`config.mk`:
```
export PLATFORM = sky130hd
export DESIGN_NAME = stby_wake_ctrl
export DESIGN_NICKNAME = d
export VERILOG_FILES = /design/src/rtl/stby_pkg.sv /design/src/rtl/stby_wake_qual.sv /design/src/rtl/stby_settle_cnt.sv /design/src/rtl/stby_fsm.sv /design/src/rtl/stby_wake_ctrl.sv
export SDC_FILE = /design/constraint.sdc
export NUM_CORES = 1
export LEC_CHECK = 0
export BUFFER_PORTS_ARGS = -buffer_cell sky130_fd_sc_hd__buf_2
export CORE_MARGIN = 10
export CORE_UTILIZATION = 47
export DETAILED_ROUTE_END_ITERATION = 8
export PLACE_DENSITY_LB_ADDON = 0.08
export SETUP_SLACK_MARGIN = 0.5
export SYNTH_ARGS = -nofsm -noshare
export SYNTH_HDL_FRONTEND = slang
export SYNTH_SLANG_ARGS = --single-unit
```
`constraint.sdc`:
```
create_clock -name clk -period 1.2 [get_ports clk]
set_input_delay 0.24 -clock clk [delete_from_list [all_inputs] [get_ports clk]]
set_output_delay 0.24 -clock clk [all_outputs]
set_load 0.02 [all_outputs]
```
`src/rtl/stby_pkg.sv`:
```
package stby_pkg;
  typedef enum logic [2:0] {
    ST_RUN     = 3'd0,
    ST_SWSTBY  = 3'd1,
    ST_SETTLE  = 3'd2,
    ST_HWSTBY  = 3'd3,
    ST_RSTHOLD = 3'd4
  } stby_state_e;
endpackage

```
`src/rtl/stby_wake_qual.sv`:
```
module stby_wake_qual #(
  parameter int N_IRQ = 16,
  parameter int N_KEY = 10,
  parameter int N_WUE = 8
) (
  input  logic             clk,
  input  logic             rst_n,
  input  logic             nmi_pin,
  input  logic             nmi_edge_sel,
  input  logic [N_IRQ-1:0] irq_lines,
  input  logic [N_IRQ-1:0] irq_en,
  input  logic [N_KEY-1:0] key_in,
  input  logic [N_KEY-1:0] key_en,
  input  logic [N_WUE-1:0] wue_in,
  input  logic [N_WUE-1:0] wue_en,
  input  logic             cpu_mask,
  output logic             nmi_hit,
  output logic             wake
);
  localparam int N_GRP = 3;

  logic nmi_q, nmi_vld;
  logic [N_GRP-1:0] grp_hit;

  // previous pin sample; edge detection is armed one cycle after reset
  always_ff @(posedge clk or negedge rst_n) begin
    if (!rst_n) begin
      nmi_q   <= 1'b0;
      nmi_vld <= 1'b0;
    end else begin
      nmi_q   <= nmi_pin;
      nmi_vld <= 1'b1;
    end
  end

  always_comb begin
    if (nmi_edge_sel) nmi_hit = nmi_vld & nmi_pin & ~nmi_q;
    else              nmi_hit = nmi_vld & ~nmi_pin & nmi_q;
  end

  // per-group enable qualification
  for (genvar g = 0; g < N_GRP; g++) begin : g_grp
    if (g == 0) begin : g_irq
      assign grp_hit[g] = |(irq_lines & irq_en);
    end else if (g == 1) begin : g_key
      assign grp_hit[g] = |(key_in & key_en);
    end else begin : g_wue
      assign grp_hit[g] = |(wue_in & wue_en);
    end
  end

  assign wake = nmi_hit | (~cpu_mask & (|grp_hit));

  AST_NMI_DIR: assert property (@(posedge clk) disable iff (!rst_n)
    nmi_hit |-> (nmi_pin == nmi_edge_sel) && (nmi_q != nmi_pin));
endmodule

```
`src/rtl/stby_settle_cnt.sv`:
```
module stby_settle_cnt #(
  parameter int BASE_LOG2 = 13,
  parameter int MAX_CODE  = 5
) (
  input  logic       clk,
  input  logic       rst_n,
  input  logic       start,
  input  logic       run,
  input  logic [2:0] code,
  output logic       done
);
  localparam int         CW   = BASE_LOG2 + MAX_CODE + 1;
  localparam logic [2:0] MAXC = 3'(MAX_CODE);

  logic [CW-1:0] cnt_q, cnt_d, lim;
  logic [2:0]    code_q, code_d, code_eff;
  logic          cnt_en;

  always_comb begin
    code_eff = (code_q > MAXC) ? MAXC : code_q;
    lim      = (CW'(1) << (BASE_LOG2 + int'(code_eff))) - CW'(1);
    done     = run && (cnt_q == lim);
    cnt_en   = start | run;
    cnt_d    = start ? '0 : cnt_q + CW'(1);
    code_d   = start ? code : code_q;
  end

  always_ff @(posedge clk or negedge rst_n) begin
    if (!rst_n) begin
      cnt_q  <= '0;
      code_q <= '0;
    end else if (cnt_en) begin
      cnt_q  <= cnt_d;
      code_q <= code_d;
    end
  end

  AST_CNT_BOUND: assert property (@(posedge clk) disable iff (!rst_n)
    run |-> cnt_q <= lim);
endmodule

```
`src/rtl/stby_fsm.sv`:
```
module stby_fsm
  import stby_pkg::*;
(
  input  logic        clk,
  input  logic        rst_n,
  input  logic        sleep_stb,
  input  logic        stby_sel,
  input  logic        wake,
  input  logic        res_pin_n,
  input  logic        hwstby_pin_n,
  input  logic        settle_done,
  output stby_state_e state,
  output logic        settle_start,
  output logic        settle_run,
  output logic        irq_exc_req,
  output logic        rst_exc_req
);
  stby_state_e st_q, st_d;
  logic irq_q, irq_d, rst_q, rst_d;

  always_comb begin
    st_d = st_q;
    if (!hwstby_pin_n) begin
      st_d = ST_HWSTBY;
    end else begin
      unique case (st_q)
        ST_RUN: begin
          if (!res_pin_n)                st_d = ST_RSTHOLD;
          else if (sleep_stb && stby_sel) st_d = ST_SWSTBY;
        end
        ST_SWSTBY: begin
          if (!res_pin_n)  st_d = ST_RSTHOLD;
          else if (wake)   st_d = ST_SETTLE;
        end
        ST_SETTLE: begin
          if (!res_pin_n)       st_d = ST_RSTHOLD;
          else if (settle_done) st_d = ST_RUN;
        end
        ST_RSTHOLD: begin
          if (res_pin_n) st_d = ST_RUN;
        end
        ST_HWSTBY: st_d = ST_RSTHOLD;
        default:   st_d = ST_RUN;
      endcase
    end
    settle_start = (st_q == ST_SWSTBY) && (st_d == ST_SETTLE);
    settle_run   = (st_q == ST_SETTLE);
    irq_d        = (st_q == ST_SETTLE)  && (st_d == ST_RUN);
    rst_d        = (st_q == ST_RSTHOLD) && (st_d == ST_RUN);
  end

  always_ff @(posedge clk or negedge rst_n) begin
    if (!rst_n) begin
      st_q  <= ST_RUN;
      irq_q <= 1'b0;
      rst_q <= 1'b0;
    end else begin
      st_q  <= st_d;
      irq_q <= irq_d;
      rst_q <= rst_d;
    end
  end

  assign state       = st_q;
  assign irq_exc_req = irq_q;
  assign rst_exc_req = rst_q;

  AST_HW_PRIO: assert property (@(posedge clk) disable iff (!rst_n)
    !hwstby_pin_n |=> st_q == ST_HWSTBY);
  AST_ENTER_STBY: assert property (@(posedge clk) disable iff (!rst_n)
    (st_q == ST_RUN) && sleep_stb && stby_sel && res_pin_n && hwstby_pin_n
      |=> st_q == ST_SWSTBY);
  AST_SLEEP_IGN: assert property (@(posedge clk) disable iff (!rst_n)
    (st_q == ST_RUN) && !stby_sel && res_pin_n && hwstby_pin_n
      |=> st_q == ST_RUN);
  AST_IRQ_EXC_SRC: assert property (@(posedge clk) disable iff (!rst_n)
    irq_q |-> $past(st_q) == ST_SETTLE && st_q == ST_RUN);
  AST_RST_EXC_SRC: assert property (@(posedge clk) disable iff (!rst_n)
    rst_q |-> $past(st_q) == ST_RSTHOLD && $past(res_pin_n));
endmodule

```
`src/rtl/stby_wake_ctrl.sv`:
```
module stby_wake_ctrl
  import stby_pkg::*;
#(
  parameter int N_IRQ            = 16,
  parameter int N_KEY            = 10,
  parameter int N_WUE            = 8,
  parameter int SETTLE_BASE_LOG2 = 13
) (
  input  logic             clk,
  input  logic             rst_n,
  input  logic             sleep_stb,
  input  logic             stby_sel,
  input  logic             nmi_pin,
  input  logic             nmi_edge_sel,
  input  logic [N_IRQ-1:0] irq_lines,
  input  logic [N_IRQ-1:0] irq_en,
  input  logic [N_KEY-1:0] key_in,
  input  logic [N_KEY-1:0] key_en,
  input  logic [N_WUE-1:0] wue_in,
  input  logic [N_WUE-1:0] wue_en,
  input  logic             cpu_mask,
  input  logic             res_pin_n,
  input  logic             hwstby_pin_n,
  input  logic [2:0]       settle_sel,
  output logic             osc_en,
  output logic             clk_gate_en,
  output logic             irq_exc_req,
  output logic             rst_exc_req,
  output logic             hw_stby
);
  logic [1:0]  rsync_q;
  logic        rst_i_n;
  logic        nmi_hit, wake, settle_start, settle_run, settle_done;
  stby_state_e state;

  // asynchronous assertion, synchronous release
  always_ff @(posedge clk or negedge rst_n) begin
    if (!rst_n) rsync_q <= 2'b00;
    else        rsync_q <= {rsync_q[0], 1'b1};
  end
  assign rst_i_n = rsync_q[1];

  stby_wake_qual #(.N_IRQ(N_IRQ), .N_KEY(N_KEY), .N_WUE(N_WUE)) u_qual (
    .clk(clk), .rst_n(rst_i_n), .nmi_pin(nmi_pin), .nmi_edge_sel(nmi_edge_sel),
    .irq_lines(irq_lines), .irq_en(irq_en), .key_in(key_in), .key_en(key_en),
    .wue_in(wue_in), .wue_en(wue_en), .cpu_mask(cpu_mask),
    .nmi_hit(nmi_hit), .wake(wake)
  );

  stby_settle_cnt #(.BASE_LOG2(SETTLE_BASE_LOG2), .MAX_CODE(5)) u_cnt (
    .clk(clk), .rst_n(rst_i_n), .start(settle_start), .run(settle_run),
    .code(settle_sel), .done(settle_done)
  );

  stby_fsm u_fsm (
    .clk(clk), .rst_n(rst_i_n), .sleep_stb(sleep_stb), .stby_sel(stby_sel),
    .wake(wake), .res_pin_n(res_pin_n), .hwstby_pin_n(hwstby_pin_n),
    .settle_done(settle_done), .state(state), .settle_start(settle_start),
    .settle_run(settle_run), .irq_exc_req(irq_exc_req), .rst_exc_req(rst_exc_req)
  );

  always_comb begin
    osc_en      = 1'b0;
    clk_gate_en = 1'b0;
    hw_stby     = 1'b0;
    unique case (state)
      ST_RUN:     begin osc_en = 1'b1; clk_gate_en = 1'b1; end
      ST_SETTLE:  osc_en = 1'b1;
      ST_RSTHOLD: begin osc_en = 1'b1; clk_gate_en = 1'b1; end
      ST_HWSTBY:  hw_stby = 1'b1;
      default:    ;
    endcase
  end

  AST_MASK_HOLD: assert property (@(posedge clk) disable iff (!rst_i_n)
    (state == ST_SWSTBY) && cpu_mask && !nmi_hit && res_pin_n && hwstby_pin_n
      |=> !osc_en);
  AST_RESPIN_CLK: assert property (@(posedge clk) disable iff (!rst_i_n)
    ((state == ST_SWSTBY) || (state == ST_SETTLE)) && !res_pin_n && hwstby_pin_n
      |=> osc_en && clk_gate_en && !irq_exc_req);
endmodule

```
# Yosys cells after proc, flatten, opt, wreduce, memory -nomap -nowiden
# Cells that the tools add are included.
# Widths: inputs -> output; s select.
dict set report word_totals {
  reg_bits 31
  inputBits 80
  output_inout_bits 5
  wordCells 58
}
dict set report classes {
  n_addsub 3
  n_lt_le_gt_ge 1
  eq_ne 6
  n_shift 1
  mux 15
  bitwise_logic 13
  reduce_logical 11
}
# op n
set op_table {}
lappend op_table {{$reduce_or 34->1} 1}
lappend op_table {{$shl 1x32->19 const A} 1}
lappend op_table {{$mux 3} 9}
lappend op_table {{$add 19x1->19 const B} 1}
lappend op_table {{$eq 19x19->1} 1}
lappend op_table {{$mux 19} 1}
lappend op_table {{$sub 19x2->19 const B} 1}
lappend op_table {{$and 16x16->16} 1}
lappend op_table {{$pmux 3 s5} 1}
lappend op_table {{$and 10x10->10} 1}
lappend op_table {{$eq 3x2->1 const B} 3}
lappend op_table {{$and 8x8->8} 1}
lappend op_table {{$logic_not 3->1} 2}
lappend op_table {{$add 4x3->5 const A} 1}
lappend op_table {{$and 1x1->1} 5}
lappend op_table {{$logic_and 1x1->1} 5}
lappend op_table {{$mux 1} 4}
lappend op_table {{$eq 3x1->1 const B} 1}
lappend op_table {{$eq 3x3->1 const B} 1}
lappend op_table {{$gt 3x3->1 const B} 1}
lappend op_table {{$not 1->1} 3}
lappend op_table {{$reduce_or 3->1} 1}
lappend op_table {{$or 1x1->1} 2}
lappend op_table {{$reduce_and 2->1} 1}
lappend op_table {{$reduce_or 2->1} 1}

# Longest topological paths before layout
# Gate-level depths: netlist (run 1).
dict set report depth {
  ltp_word 15
  mapped_depth 10
  depth_no_buf 9
}

# By module
# A second synthesis (run 1) with hierarchy kept.
dict set report unflattened {
  hier_cells 196
  area_unflattened_um2 1885.6
}
# mod n_inst cells_each area_per_inst_um2 seq_area_each_um2
set by_module_without_submodules {}
lappend by_module_without_submodules {stby_settle_cnt 1 137 1307.5 550.5}
lappend by_module_without_submodules {stby_wake_qual 1 29 255.2 50.0}
lappend by_module_without_submodules {stby_fsm 1 24 251.5 125.1}
lappend by_module_without_submodules {stby_wake_ctrl 1 6 71.3 50.0}

# Least setup slack after synthesis (run 1)
# Ideal clock, no wire load.
dict set report synth_path {
  path_type {reg-to-reg}
  from {reg u_cnt.code_q[2]}
  to {reg u_fsm.irq_q, in the netlist u_fsm.irq_exc_req}
  setup_time_ps 100
  arrival_time_ps 2135
  t_required_ps 1100
  slack_ps -1035
  stages_incl_launch_ff 10
  path_buffers 0
  period_less_slack_ps 2235
  path_cell_list {dfrtp_1 -> inv_1 -> nand3_1 -> ha_1 -> or3b_1 -> a2111oi_2 -> o21ai_1 -> a211oi_2 -> a31oi_1 -> nor4bb_1}
}
dict set report synth_between {
  elab_chain_cells 13
}
# item line_no
set synth_lines {}
lappend synth_lines {{start, declared} stby_settle_cnt.sv:16} ;# logic [2:0] code_q, code_d, code_eff;
lappend synth_lines {{start signal, assigned} stby_settle_cnt.sv:34} ;# code_q <= code_d;
lappend synth_lines {{$gt 3x3->1} stby_settle_cnt.sv:20} ;# code_eff = (code_q > MAXC) ? MAXC : code_q;
lappend synth_lines {{$mux 3 *} stby_settle_cnt.sv:20}
lappend synth_lines {{$add 4x3->5 *} stby_settle_cnt.sv:21} ;# lim = (CW'(1) << (BASE_LOG2 + int'(code_eff))) - CW'(1);
lappend synth_lines {{$shl 1x32->19 *} stby_settle_cnt.sv:21}
lappend synth_lines {{$sub 19x2->19 *} stby_settle_cnt.sv:21}
lappend synth_lines {{$eq 19x19->1 *} stby_settle_cnt.sv:22} ;# done = run && (cnt_q == lim);
lappend synth_lines {{$logic_and 1x1->1 *} stby_settle_cnt.sv:22}
lappend synth_lines {{$mux 3 *} stby_fsm.sv:37} ;# else if (settle_done) st_d = ST_RUN;
lappend synth_lines {{$mux 3 *} stby_fsm.sv:36} ;# if (!res_pin_n) st_d = ST_RSTHOLD;
lappend synth_lines {{$pmux 3 s5 *} stby_fsm.sv:26} ;# unique case (st_q)
lappend synth_lines {{$mux 3 *} stby_fsm.sv:23} ;# if (!hwstby_pin_n) begin
lappend synth_lines {{$logic_not 3->1 *} stby_fsm.sv:48} ;# irq_d = (st_q == ST_SETTLE) && (st_d == ST_RUN);
lappend synth_lines {{$logic_and 1x1->1 *} stby_fsm.sv:48}
lappend synth_lines {{net u_fsm.irq_d} stby_fsm.sv:19} ;# logic irq_q, irq_d, rst_q, rst_d;
lappend synth_lines {{end signal, assigned} stby_fsm.sv:59} ;# irq_q <= irq_d;
lappend synth_lines {{end, declared} stby_fsm.sv:19}
# Mark *: on every way through the listed nets, which the timed path passes. The rest lies on a longest branch.
# A chain may end at the register's enable or synchronous reset.

# Worst setup path after layout (run 1)
# Same ends and word-level chain as after synthesis.

==> results.py, run 1 <==
metrics = {
    "status": {
        "outcome": "finished, violations left",
        "violations": "negative setup slack",
    },
    "final_layout": {
        "final_layout_size_suffix_gt1_share_pct": 65.1,
        "final_util_pct": 82.5,
        "ff_latch_area_um2": 782,
        "multiInputGateArea_um2": 1350,
        "nFillCells": 238,
        "fin_cells": 385,
        "nets": 417,
        "antenna_cells": 0,
        "synthToLayoutAreaGrowth_pct": 70.2,
    },
    "synth": {
        "ys_seq_area_share_pct": 40.3,
        "synth_compound_area_share_pct": 15.9,
        "synthSimpleGateAreaFrac_pct": 25.9,
        "synthXorXnorAreaFrac_pct": 9.10,
        "synth.most_common_cell": "dfrtp_1",
        "async_reset_ff_share_pct": 100,
        "synth_top_area_cell": "dfrtp_1",
        "synth_area_leaders": "dfrtp_1 40%, nor2_4 5.9%, xnor2_1 4.6%",
        "synthAdderAreaFrac_pct": 1.95,
        "synth_edf_count": 0,
        "synth-warning-count": 0,
        "synth_top_area_share_pct": 40.3,
        "synth_top_family_by_area": "simple AND/OR/NAND/NOR gates",
        "synthFlopType": "dfrtp_1",
        "synth_mux_area_share_pct": 2.28,
        "syn_area_um2": 1920,
        "postSynthAreaPerCell_um2": 10.3,
        "yosys-top-cells-count": "31 x dfrtp_1, 19 x nor2_1, 12 x nand2_1",
        "syn_inst": 187,
        "ys_ff_latch": 31,
        "synth_cell_types": 51,
    },
    "clocking": {
        "cts_buffers": 5,
        "cts_tree": "done",
        "cts.htree.levels": 2,
        "cts_buffer_depth": 2,
        "clkSinkCount": 31,
        "cts-root-buf": "clkbuf_8",
        "clk_pin_slew_ns": 0.06,
        "clkLatencyLatePin_ns": 0.28,
    },
    "setup_path": {
        "critPathRequiredTime_ns": 1.37,
        "start_kind": "register",
        "r2r_setup_slack_ns": -0.97,
        "criticalPathCategory": "reg2reg",
        "worstRegToRegCells": 10,
        "crit_path_end_kind": "register",
        "cp_max_fo": 3,
        "crit_arrival_ns": 2.34,
    },
    "global_routing": {
        "antenna_found_initial": 0,
        "overflow": 0,
        "grt_pass1_vias": 2320,
        "track_usage_pct": 17.7,
        "grt_start_max_net_pins": 22,
        "grt_pass1_wl_um": 10500,
    },
    "floorplanning": {
        "dieWidth_um": 84.0,
        "initial_utilization_pct": 48.5,
        "die_h_um": 84.0,
        "std_cell_rows": 23,
        "core-area_um2": 3970,
        "io_pins": 85,
        "die-area_um2": 7050,
    },
    "placed_design": {
        "portBuffers": 84,
        "dpl.cell_count": 365,
        "place_congestion": 0.889,
        "hpwl_um": 4780,
        "preCtsSetupSlack_ns": -0.968,
    },
    "pwr": {
        "power.total_mw": 4.71,
        "vdd_ir_drop_max_uv": 862,
        "leakagePower_nw": 1.49,
        "power.density_nw_per_um2": 1440,
    },
    "timing": {
        "hold_viol_final": 0,
        "finalCritPeriodShare_pct": 181,
        "timing.hold.ws_ns": 0.105,
        "fmax_mhz": 462,
        "min_period_ns": 2.17,
        "slew_violations": 0,
        "finalClockSkew_ns": 0.00235,
        "grt_setup_unrepaired": "true",
        "finalSetupViolCount": 29,
        "finalWorstSetupSlack_ns": -0.967,
    },
    "drt": {
        "drtAntennaViolNets": 0,
        "firstDrtPassIters": 4,
        "drt-initial-drc-count": 104,
        "drcViolationCount": 0,
        "wl_um": 6640,
        "drt-vias-per-instance": 5.33,
        "vias": 2053,
        "wl_per_cell_um": 17.3,
    },
    "hold_path": {
        "hold_class": "in2reg",
        "min_path_cells": 1,
    },
    "run": {
        "max-cap-violations": 0,
    },
}
## final timing paths
kind                                 start           endpoint
min in group asynchronous       rsync_q[1]     u_cnt.cnt_q[7]
max in group asynchronous       rsync_q[1]    u_cnt.cnt_q[12]
max reg2reg                u_cnt.code_q[2]  u_fsm.irq_exc_req
min                                nmi_pin       u_qual.nmi_q
max                        u_cnt.code_q[2]  u_fsm.irq_exc_req
min reg2reg                     rsync_q[1]     u_cnt.cnt_q[7]
## layout by cell type (no fill, tap or decap), types with 2 or more instances in the layout
| master | n |
|---|---|
| a211oi_2 | 2 |
| nand4_1 | 7 |
| nor2_4 | 20 |
| xor2_1 | 5 |
| a221oi_2 | 6 |
| and3_1 | 2 |
| nand3_2 | 2 |
| clkbuf_8 | 6 |
| a22oi_1 | 5 |
| buf_6 | 6 |
| nor2_2 | 3 |
| and3b_2 | 2 |
| nor3_1 | 2 |
| xor2_2 | 5 |
| a21boi_0 | 2 |
| nand3_1 | 8 |
| o21ai_2 | 2 |
| dfrtp_2 | 2 |
| nand2_1 | 12 |
| dfrtp_1 | 28 |
| mux2_2 | 3 |
| buf_2 | 82 |
| conb_1 | 2 |
| a22o_1 | 6 |
| buf_12 | 2 |
| inv_1 | 3 |
| buf_4 | 52 |
| inv_2 | 2 |
| ha_1 | 2 |
| a31oi_1 | 2 |
| nor2_1 | 6 |
| xnor2_1 | 10 |
## cells by family after synthesis
kind of cell,Yosys count
AOI/OAI and AO/OA,37
xor gates and xnor gates,20
adders and majority gates,3
buffers and inverters,10
DFF,31
muxes,4
other,1
and+or+nand+nor,81
## where the power goes
part	switching, mW	internal, mW
sequential	0.199	1.27
clock	0.379	0.671
combinational	1.00	1.20
total	1.58	3.14
## per-layer routing
metal / wire length [µm] / vias up / track usage, % / part of all wire (%)
li1: - / 979 / - / -
met1: 2410 / 998 / 17.8 / 36
met2: 3670 / 65 / 33.2 / 55
met3: 467 / 11 / 6.84 / 7.0
met4: 93 / 0 / 3.81 / 1.4
met5: 0 / - / 0 / 0
## worst max-delay path: stages, from the launching register on
cell,delay (ns)
dfrtp_1,0.39
inv_2,0.10
nand3_2,0.09
ha_4,0.17
buf_6,0.11
nor4b_4,0.23
xor2_1,0.20
a31oi_1,0.13
a211oi_2,0.23
a31oi_2,0.14
nor4bb_1,0.29
## flip-flops by register name, summed over array words and instances, names as in the netlist
signal,cells
u_qual.nmi_vld,1
u_fsm.rst_exc_req,1
u_cnt.cnt_q,19
u_cnt.code_q,3
u_fsm.state,3
rsync_q,2
u_fsm.irq_exc_req,1
u_qual.nmi_q,1
## repair_timing
action,4_1_cts,5_1_grt
hold buffers,1,0
resized for setup,34,26
cloned,1,0
setup endpoints to repair,39,32
pin swaps,9,10
buffers inserted,7,3
hold endpoints to repair,2,0
## area by class of cell
type	instances	area share (%)
inverters	5	0.573
clock buffers	6	2.52
multi-input cells	147	41.2
well taps	50	1.91
clock inverters	2	1.07
flip-flops and latches	31	23.9
repair buffers	144	28.9
## per-stage QoR
stage	TNS (ns)	instance area, µm²
4_1_cts	-13.95	3130
2_1_floorplan	-13.61	2010
5_1_grt	-16.17	3270
3_3_place_gp	-17.22	2790
3_5_place_dp	-18.32	2790
6_report	-14.05	3270
(Power assumes the default switching activity.)
==> run 2: changes to the inputs <==
CORE_UTILIZATION = 49   (was 47)
CTS_BUF_LIST = sky130_fd_sc_hd__clkbuf_8   (was unset)
GPL_ROUTABILITY_DRIVEN = 0   (was unset)
==> run 2 against run 1 <==
Net effect: the run still ends with negative setup slack left; clock skew increased by 0.0035 ns; via count rose by 7.2%; core utilization up 6.1 points; register-to-register slack worse by 0.12 ns; flip-flop and latch count unchanged; total power shrank 2.2%; non-clock buffer count grew 4; sequential power barely moved; die area down 3.1%; combinational power is 4% higher; first-iteration DRC count is 11% higher; highest routed layer unchanged.
==> results.py, run 2 (synthesis gave the netlist of run 1 again) <==
metrics = {
    "clocking": {
        "cts_buffer_depth": 2,
        "cts_tree": "done",
        "cts_buffers": 5,
        "clk_pin_slew_ns": 0.07,
        "clkLatencyLatePin_ns": 0.29,
        "clkSinkCount": 31,
        "cts-root-buf": "clkbuf_8",
        "cts.htree.levels": 2,
    },
    "pwr": {
        "leakagePower_nw": 1.51,
        "power.density_nw_per_um2": 1400,
        "vdd_ir_drop_max_uv": 685,
    },
    "placed_design": {
        "portBuffers": 84,
        "dpl.cell_count": 368,
        "preCtsSetupSlack_ns": -0.973,
        "hpwl_um": 5040,
    },
    "drt": {
        "drtAntennaViolNets": 0,
        "drt-vias-per-instance": 5.69,
        "firstDrtPassIters": 4,
        "wl_um": 7960,
        "drcViolationCount": 0,
        "wl_per_cell_um": 20.6,
        "vias": 2201,
        "drt-initial-drc-count": 115,
    },
    "setup_path": {
        "crit_arrival_ns": 2.48,
        "cp_slowest_stage_delay_ns": 0.40,
        "criticalPathCategory": "reg2reg",
        "critPathRequiredTime_ns": 1.40,
        "start_kind": "register",
        "r2r_setup_slack_ns": -1.08,
        "rr_startpoint": "u_cnt.code_q[2]",
        "worstRegToRegCells": 9,
        "slowest_stage": "dfrtp_1",
        "r2r_end": "u_fsm.irq_exc_req",
        "crit_chain": "inv_2 -> nand3_2 -> ha_4 -> nor2_1 -> a2111oi_2 -> a41oi_1 -> a211oi_2 -> a31oi_2 -> nor4bb_2",
        "cp_max_fo": 4,
        "setup.worst_path.start": "u_cnt.code_q[2]",
        "crit_path_end_kind": "register",
    },
    "final_layout": {
        "final_layout_size_suffix_gt1_share_pct": 64.6,
        "final_common_cell": "buf_2",
        "antenna_cells": 0,
        "top_register": "u_cnt.cnt_q",
        "synthToLayoutAreaGrowth_pct": 71.1,
        "nets": 421,
        "largest_reg_flops": 19,
        "fin_cells": 387,
        "final_cell_mix": "79 x buf_2, 52 x buf_4, 27 x dfrtp_1",
    },
    "hold_path": {
        "hold_class": "in2reg",
        "hold_path_end": "u_qual.nmi_q",
        "hold_start": "nmi_pin",
        "min_path_cells": 2,
    },
    "timing": {
        "slew_violations": 0,
        "setup_tns_ns": -15.49,
        "grt_setup_unrepaired": "true",
        "finalClockSkew_ns": 0.00582,
        "finalSetupViolCount": 29,
        "min_period_ns": 2.28,
        "timing.hold.ws_ns": 0.167,
        "finalCritPeriodShare_pct": 190,
        "finalWorstSetupSlack_ns": -1.08,
        "hold_viol_final": 0,
        "fmax_mhz": 438,
    },
    "floorplanning": {
        "io_pins": 85,
        "std_cell_rows": 22,
        "initial_utilization_pct": 51.8,
        "core-area_um2": 3720,
        "die-area_um2": 6830,
        "die_h_um": 82.7,
        "dieWidth_um": 82.7,
    },
    "global_routing": {
        "overflow": 0,
        "track_usage_pct": 22.4,
        "grt_pass1_vias": 2552,
        "grt_pass1_wl_um": 11600,
        "antenna_found_initial": 0,
        "grt_start_max_net_pins": 30,
    },
    "status": {
        "outcome": "finished, violations left",
        "violations": "negative setup slack",
    },
    "run": {
        "max-cap-violations": 0,
    },
}
==> run 2: stage by stage <==
stage	power, mW	area, µm²	utilization (%)
6_report	4.61	3290	88.6
5_1_grt	4.87	3290	88.6
4_1_cts	4.27	3170	85.3
3_5_place_dp	3.21	2820	76.0
3_3_place_gp	3.14	2820	76.0
2_1_floorplan	2.36	2010	-
==> run 2: layout make-up <==
class	instances	area, µm²
Multi-Input combinational cell	147	1330
Timing Repair Buffer	148	1010
Sequential cell	31	781
Fill cell	184	424
Clock buffer	6	82.6
Tap cell	48	60.1
Inverter	5	18.8
Clock inverter	2	8.76
==> run 2: worst max path at each step <==
stage,to,slack (ns),cells past startpoint
after floorplan,u_fsm.irq_exc_req,-0.92,9
after global placement,u_fsm.irq_exc_req,-0.88,9
after detailed placement,u_fsm.irq_exc_req,-0.97,9
after CTS,u_fsm.irq_exc_req,-1.02,9
after global routing,u_fsm.irq_exc_req,-1.23,9
final,u_fsm.irq_exc_req,-1.08,9
==> run 2: repair_timing <==
action                                 in CTS  in global routing
resized for setup                          42                 26
pin swaps                                   8                 13
hold buffers                                1                  0
setup buffers                               8                  1
endpoints found under the hold margin       2                  0
gates cloned                                1                  0
setup endpoints to repair                  32                 32
==> run 2: routing by layer <==
metal	part of all wire [%]	wire, µm	up-vias	GRT usage [%]
li1	-	-	983	-
met1	31	2470	1048	18.9
met2	53	4240	122	40.5
met3	8.9	709	48	10.3
met4	6.9	551	0	15.9
met5	0	0	-	0
==> run 2: worst max-delay path: cells and delay by family, from the launching register on <==
kind / cells / cell delay (ns)
compound gates: 4 / 0.91
fa+ha+maj: 1 / 0.30
buf+inv: 1 / 0.10
flops: 1 / 0.40
simple gates: 3 / 0.46
==> run 2: where the power goes <==
group	total, mW	switching, mW	internal (mW)	leakage (nW)
combinational	2.29	1.05	1.24	1.06
sequential	1.46	0.196	1.27	0.393
clock	0.860	0.407	0.454	0.0524
